<file path="src/rtl/div_pkg.sv">
package div_pkg;
  localparam int DEF_WIDTH = 32;
  // register boundaries after the 16-, 25- and 32-bit steps
  localparam logic [31:0] DEF_MASK = 32'h0001_0081;
  localparam int MAX_WIDTH = 128;

  function automatic int stage_count(input logic [MAX_WIDTH-1:0] mask);
    int n = 0;
    for (int k = 0; k < MAX_WIDTH; k++) n += int'(mask[k]);
    return n;
  endfunction
endpackage

</file>
<file path="src/rtl/div_step.sv">
module div_step #(
  parameter int WIDTH = 32,
  parameter int IDX   = 0
) (
  input  logic [WIDTH-1:0] work_i,
  input  logic [WIDTH-1:0] quo_i,
  input  logic [WIDTH-1:0] divisor_i,
  output logic [WIDTH-1:0] work_o,
  output logic [WIDTH-1:0] quo_o
);
  localparam int SW = IDX + 1;

  logic [SW-1:0] slice, dslice, diff;
  logic blocked, take;

  assign slice  = work_i[WIDTH-1 -: SW];
  assign dslice = divisor_i[SW-1:0];

  if (SW < WIDTH) begin : g_part
    assign blocked = |divisor_i[WIDTH-1:SW];
    assign work_o  = {diff, work_i[WIDTH-SW-1:0]};
  end else begin : g_full
    assign blocked = 1'b0;
    assign work_o  = diff;
  end

  assign take = !blocked && (slice >= dslice);
  assign diff = take ? slice - dslice : slice;

  always_comb begin
    quo_o = quo_i;
    quo_o[WIDTH-1-IDX] = take;
  end
endmodule

</file>
<file path="src/rtl/div_stage.sv">
module div_stage #(
  parameter int WIDTH = 32,
  parameter bit EN    = 1'b0
) (
  input  logic             clk_i,
  input  logic             rst_ni,
  input  logic             vld_i,
  input  logic [WIDTH-1:0] work_i,
  input  logic [WIDTH-1:0] quo_i,
  input  logic [WIDTH-1:0] div_i,
  output logic             vld_o,
  output logic [WIDTH-1:0] work_o,
  output logic [WIDTH-1:0] quo_o,
  output logic [WIDTH-1:0] div_o
);
  if (EN) begin : g_reg
    always_ff @(posedge clk_i or negedge rst_ni) begin
      if (!rst_ni) vld_o <= 1'b0;
      else         vld_o <= vld_i;
    end
    // data path carries no reset
    always_ff @(posedge clk_i) begin
      work_o <= work_i;
      quo_o  <= quo_i;
      div_o  <= div_i;
    end
  end else begin : g_wire
    logic unused_clk_rst;
    assign unused_clk_rst = clk_i ^ rst_ni;
    assign vld_o  = vld_i;
    assign work_o = work_i;
    assign quo_o  = quo_i;
    assign div_o  = div_i;
  end
endmodule

</file>
<file path="src/rtl/div_pipe.sv">
module div_pipe
  import div_pkg::*;
#(
  parameter int               WIDTH      = DEF_WIDTH,
  parameter logic [WIDTH-1:0] STAGE_MASK = WIDTH'(DEF_MASK)
) (
  input  logic             clk_i,
  input  logic             rst_ni,
  input  logic             valid_i,
  input  logic [WIDTH-1:0] dividend_i,
  input  logic [WIDTH-1:0] divisor_i,
  output logic             ack_o,
  output logic [WIDTH-1:0] quotient_o,
  output logic [WIDTH-1:0] remainder_o
);
  for (genvar i = 0; i < WIDTH; i++) begin : g_it
    logic             v_in, v_out;
    logic [WIDTH-1:0] w_in, q_in, d_in;
    logic [WIDTH-1:0] w_nx, q_nx;
    logic [WIDTH-1:0] w_out, q_out, d_out;

    if (i == 0) begin : g_src
      assign v_in = valid_i;
      assign w_in = dividend_i;
      assign q_in = '0;
      assign d_in = divisor_i;
    end else begin : g_link
      assign v_in = g_it[i-1].v_out;
      assign w_in = g_it[i-1].w_out;
      assign q_in = g_it[i-1].q_out;
      assign d_in = g_it[i-1].d_out;
    end

    div_step #(.WIDTH(WIDTH), .IDX(i)) u_step (
      .work_i   (w_in),
      .quo_i    (q_in),
      .divisor_i(d_in),
      .work_o   (w_nx),
      .quo_o    (q_nx)
    );

    // mask bit k sits after the step of width WIDTH-k
    div_stage #(.WIDTH(WIDTH), .EN(STAGE_MASK[WIDTH-1-i])) u_stage (
      .clk_i (clk_i),
      .rst_ni(rst_ni),
      .vld_i (v_in),
      .work_i(w_nx),
      .quo_i (q_nx),
      .div_i (d_in),
      .vld_o (v_out),
      .work_o(w_out),
      .quo_o (q_out),
      .div_o (d_out)
    );
  end

  assign ack_o       = g_it[WIDTH-1].v_out;
  assign quotient_o  = g_it[WIDTH-1].q_out;
  assign remainder_o = g_it[WIDTH-1].w_out;
endmodule

</file>
<file path="config.mk">
export PLATFORM = sky130hd
export DESIGN_NAME = div_pipe
export DESIGN_NICKNAME = d
export VERILOG_FILES = /design/src/rtl/div_pkg.sv /design/src/rtl/div_step.sv /design/src/rtl/div_stage.sv /design/src/rtl/div_pipe.sv
export SDC_FILE = /design/constraint.sdc
export NUM_CORES = 2
export LEC_CHECK = 0
export CORE_MARGIN = 5
export CORE_UTILIZATION = 25
export CTS_BUF_LIST = sky130_fd_sc_hd__clkbuf_16
export CTS_CLUSTER_SIZE = 10
export DETAILED_ROUTE_END_ITERATION = 10
export DONT_BUFFER_PORTS = 1
export PLACE_DENSITY_LB_ADDON = 0.08
export SLEW_MARGIN = 20
export SYNTH_ARGS = -nofsm -noshare
export SYNTH_HDL_FRONTEND = slang
export SYNTH_HIERARCHICAL = 1
export SYNTH_SLANG_ARGS = --single-unit
</file>
<file path="constraint.sdc">
create_clock -name clk_i -period 33.4 [get_ports clk_i]
set_input_delay 6.68 -clock clk_i [delete_from_list [all_inputs] [get_ports clk_i]]
set_output_delay 6.68 -clock clk_i [all_outputs]
set_load 0.05 [all_outputs]
</file>
==> flow_metrics.env <==
export IMPL_outcome="finished, final reports clean"
export IMPL_core_um2=277000
export IMPL_hpwl_mm=163
export IMPL_dieArea_um2=289000
export IMPL_antenna_left=0
export IMPL_drc=0
export IMPL_yosys_warnings=6
export IMPL_worstSetupPathType="primary input to register"
export IMPL_row_count=193
export IMPL_grt_ovfl_total=0
export IMPL_root_buffer="clkbuf_16"
export IMPL_cp_data_arrival_time_ps=32260
export IMPL_slew_violations=0
export IMPL_required_ps=33960
export IMPL_grt_pass1_vias=41700
export IMPL_r2r_setup_slack_ps=8750
export IMPL_cts_tree="done"
export IMPL_end_kind="register"
export IMPL_antenna_found_initial=14
export IMPL_htreeDepth=2
export IMPL_relSlewSlack_pct=24.3
export IMPL_multiInputGateArea_um2=35800
export IMPL_ctsHoldBuffers=0
export IMPL_fmax_ghz=0.0315
export IMPL_drv_cap=0
export IMPL_fin_cells=9500
export IMPL_total_leakage_power_nw=22.3
export IMPL_grt_pass1_wl_mm=290
export IMPL_finalNetCount=6344
export IMPL_path_buf_inv=20
export IMPL_vias=41900
export IMPL_r2r_cells=74
export IMPL_grt_max_degree=52
export IMPL_worst_path_most_repeated_cell="buf_4"
export IMPL_final_seq_area_um2=4740
export IMPL_cp_startpoint="dividend_i[31]"
export IMPL_cts_sinks=236
export IMPL_synth_net_count=9701
export IMPL_ios=132
export IMPL_vias_per_cell=4.41
export IMPL_grt_usage_pct=13.3
export IMPL_min_period_over_period_pct=94.9
export IMPL_syn_inst=9075
export IMPL_slowest_delay_ps=520
export IMPL_syn2layout_area_growth_pct=-27.5
export IMPL_initial_core_util_pct=25.1
export IMPL_critPathTopFamily="compound AO/OA/AOI/OAI gates"
export IMPL_p_total_mw=1.92
export IMPL_gp_congestion=0.807
export IMPL_dp_cells=9370
export IMPL_holdWs_ps=309
export IMPL_grtUsageMet3_pct=1.33
export IMPL_num_fill_cells=31400
export IMPL_dr_pass1_iters=7
export IMPL_routed_wl_mm=199
export IMPL_finalHoldViolations=0
export IMPL_drt_first_iter_violations=2470
export IMPL_crit_slowest_cell="a2111oi_4"
export IMPL_min_delay_path_class="register to register"
export IMPL_drive_gt1_share_pct=13.4
export IMPL_synthesis_area_um2=69600
export IMPL_avgRoutedWirePerCell_um=20.9
export IMPL_chipWidth_um=538
export IMPL_clkSlewWorstSetupHoldPaths_ps=70
export IMPL_fin_skew_ps=40.0
export IMPL_numPortBuffers=0
export IMPL_clk_latency_ps=680
export IMPL_crit_path_end="g_it[15].u_stage/work_o[20]$_DFF_P_"
export IMPL_cts_made_buffers=43
export IMPL_cp_start_kind="primary input"
export IMPL_die_y_um=538
export IMPL_use_met2_pct=22.9
export IMPL_grt_util_met1_pct=17.8
export IMPL_finalSetupViolCount=0
export IMPL_reg2reg_from="g_it[15].u_stage/div_o[1]$_DFF_P_"
export IMPL_vdd_drop_max_mv=0.0327
export IMPL_post_place_ws_ps=-197
export IMPL_crit_fanout=15
export IMPL_setup_slack_ps=1700
export IMPL_grt_busiest_layer="met2"
export IMPL_worst_pin_slew_ps=1130
export IMPL_power_density_nw_per_um2=38.1
export IMPL_syn_area_per_cell_um2=7.67
export IMPL_cts_buffer_depth=3
export IMPL_fin_tns_setup_ps=0
export IMPL_path_depth=111
export IMPL_post_route_min_period_ps=31700
export IMPL_reg2reg_to="g_it[24].u_stage/work_o[13]$_DFF_P_"
-- sequential cells by signal, indices dropped and copies added (netlist names) --
name / cells
g_it.u_stage/quo_o: 73
g_it.u_stage/div_o: 64
g_it.u_stage/work_o: 96
g_it.u_stage/vld_o: 3
-- final cells by class --
| type | instances | area share, % |
|---|---|---|
| Antenna cell | 42 | 0.208 |
| Clock inverter | 37 | 0.900 |
| Inverter | 693 | 5.19 |
| Sequential cell | 236 | 9.40 |
| Clock buffer | 43 | 2.13 |
| Multi-Input combinational cell | 4617 | 71.0 |
| Tap cell | 3705 | 9.19 |
| Timing Repair Buffer | 127 | 1.94 |
-- through the flow --
stage	instance area, um^2	utilization (%)
6_report	50400	18.2
5_1_grt	50400	18.2
4_1_cts	50200	18.1
3_5_place_dp	48700	17.6
3_3_place_gp	48700	17.6
2_1_floorplan	69600	-
-- per-layer routing --
layer  up-vias  share of wire, %  wire [um]
met3       135               2.8       5640
li1      20900                 -          -
met2       644                48      94900
met1     20200                47      93600
met5         -                 0          0
met4         0               2.2       4350
-- layout by cell type, fill, tap and decap left out, types with 21 or more instances in the layout --
master and n:
o21ai_0 265, dfxtp_1 233, a31oi_1 65, o21a_1 91, nand4_1 92, diode_2 42, nor2_1 298, o21bai_1 36
mux2_1 22, a211o_1 33, nor3_1 104, nor4_2 22, and3_1 44, o21ai_1 60, nand3_1 149, o211ai_1 63
ha_1 528, xor2_1 144, nor2b_1 89, fa_1 31, mux2i_1 72, a21oi_1 446, clkbuf_16 43, xnor2_1 212
mux2_2 120, a21oi_2 21, nand2b_1 53, o31ai_1 50, o21ai_2 36, inv_1 691, or3_1 31, nor4_1 105
buf_4 125, a21o_1 166, a21boi_0 23, nand2_1 433, a211oi_1 56, mux2_4 196
-- what timing repair did --
| item | in CTS | in global routing |
|---|---|---|
| buffers inserted | 0 | 7 |
| endpoints found under the setup margin | 0 | 17 |
| resized for setup | 0 | 14 |
-- report_power, final --
part,internal (mW),switching (mW)
Sequential,0.313,0.100
Combinational,0.413,0.590
Clock,0.312,0.195
Total,1.04,0.886
-- how the worst min path moves through the flow --
stage / to / cells past startpoint / from
floorplan: g_it[31].u_stage/vld_o$_DFF_PN0_ / 6 / g_it[24].u_stage/vld_o$_DFF_PN0_
global placement: g_it[24].u_stage/quo_o[19]$_DFF_P_ / 0 / g_it[15].u_stage/quo_o[19]$_DFF_P_
detailed placement: g_it[31].u_stage/quo_o[29]$_DFF_P_ / 0 / g_it[24].u_stage/quo_o[29]$_DFF_P_
CTS: g_it[24].u_stage/work_o[3]$_DFF_P_ / 0 / g_it[15].u_stage/work_o[3]$_DFF_P_
global route: g_it[24].u_stage/work_o[3]$_DFF_P_ / 0 / g_it[15].u_stage/work_o[3]$_DFF_P_
finish: g_it[24].u_stage/work_o[3]$_DFF_P_ / 0 / g_it[15].u_stage/work_o[3]$_DFF_P_
Note: power is estimated with default switching activity, not from simulation.
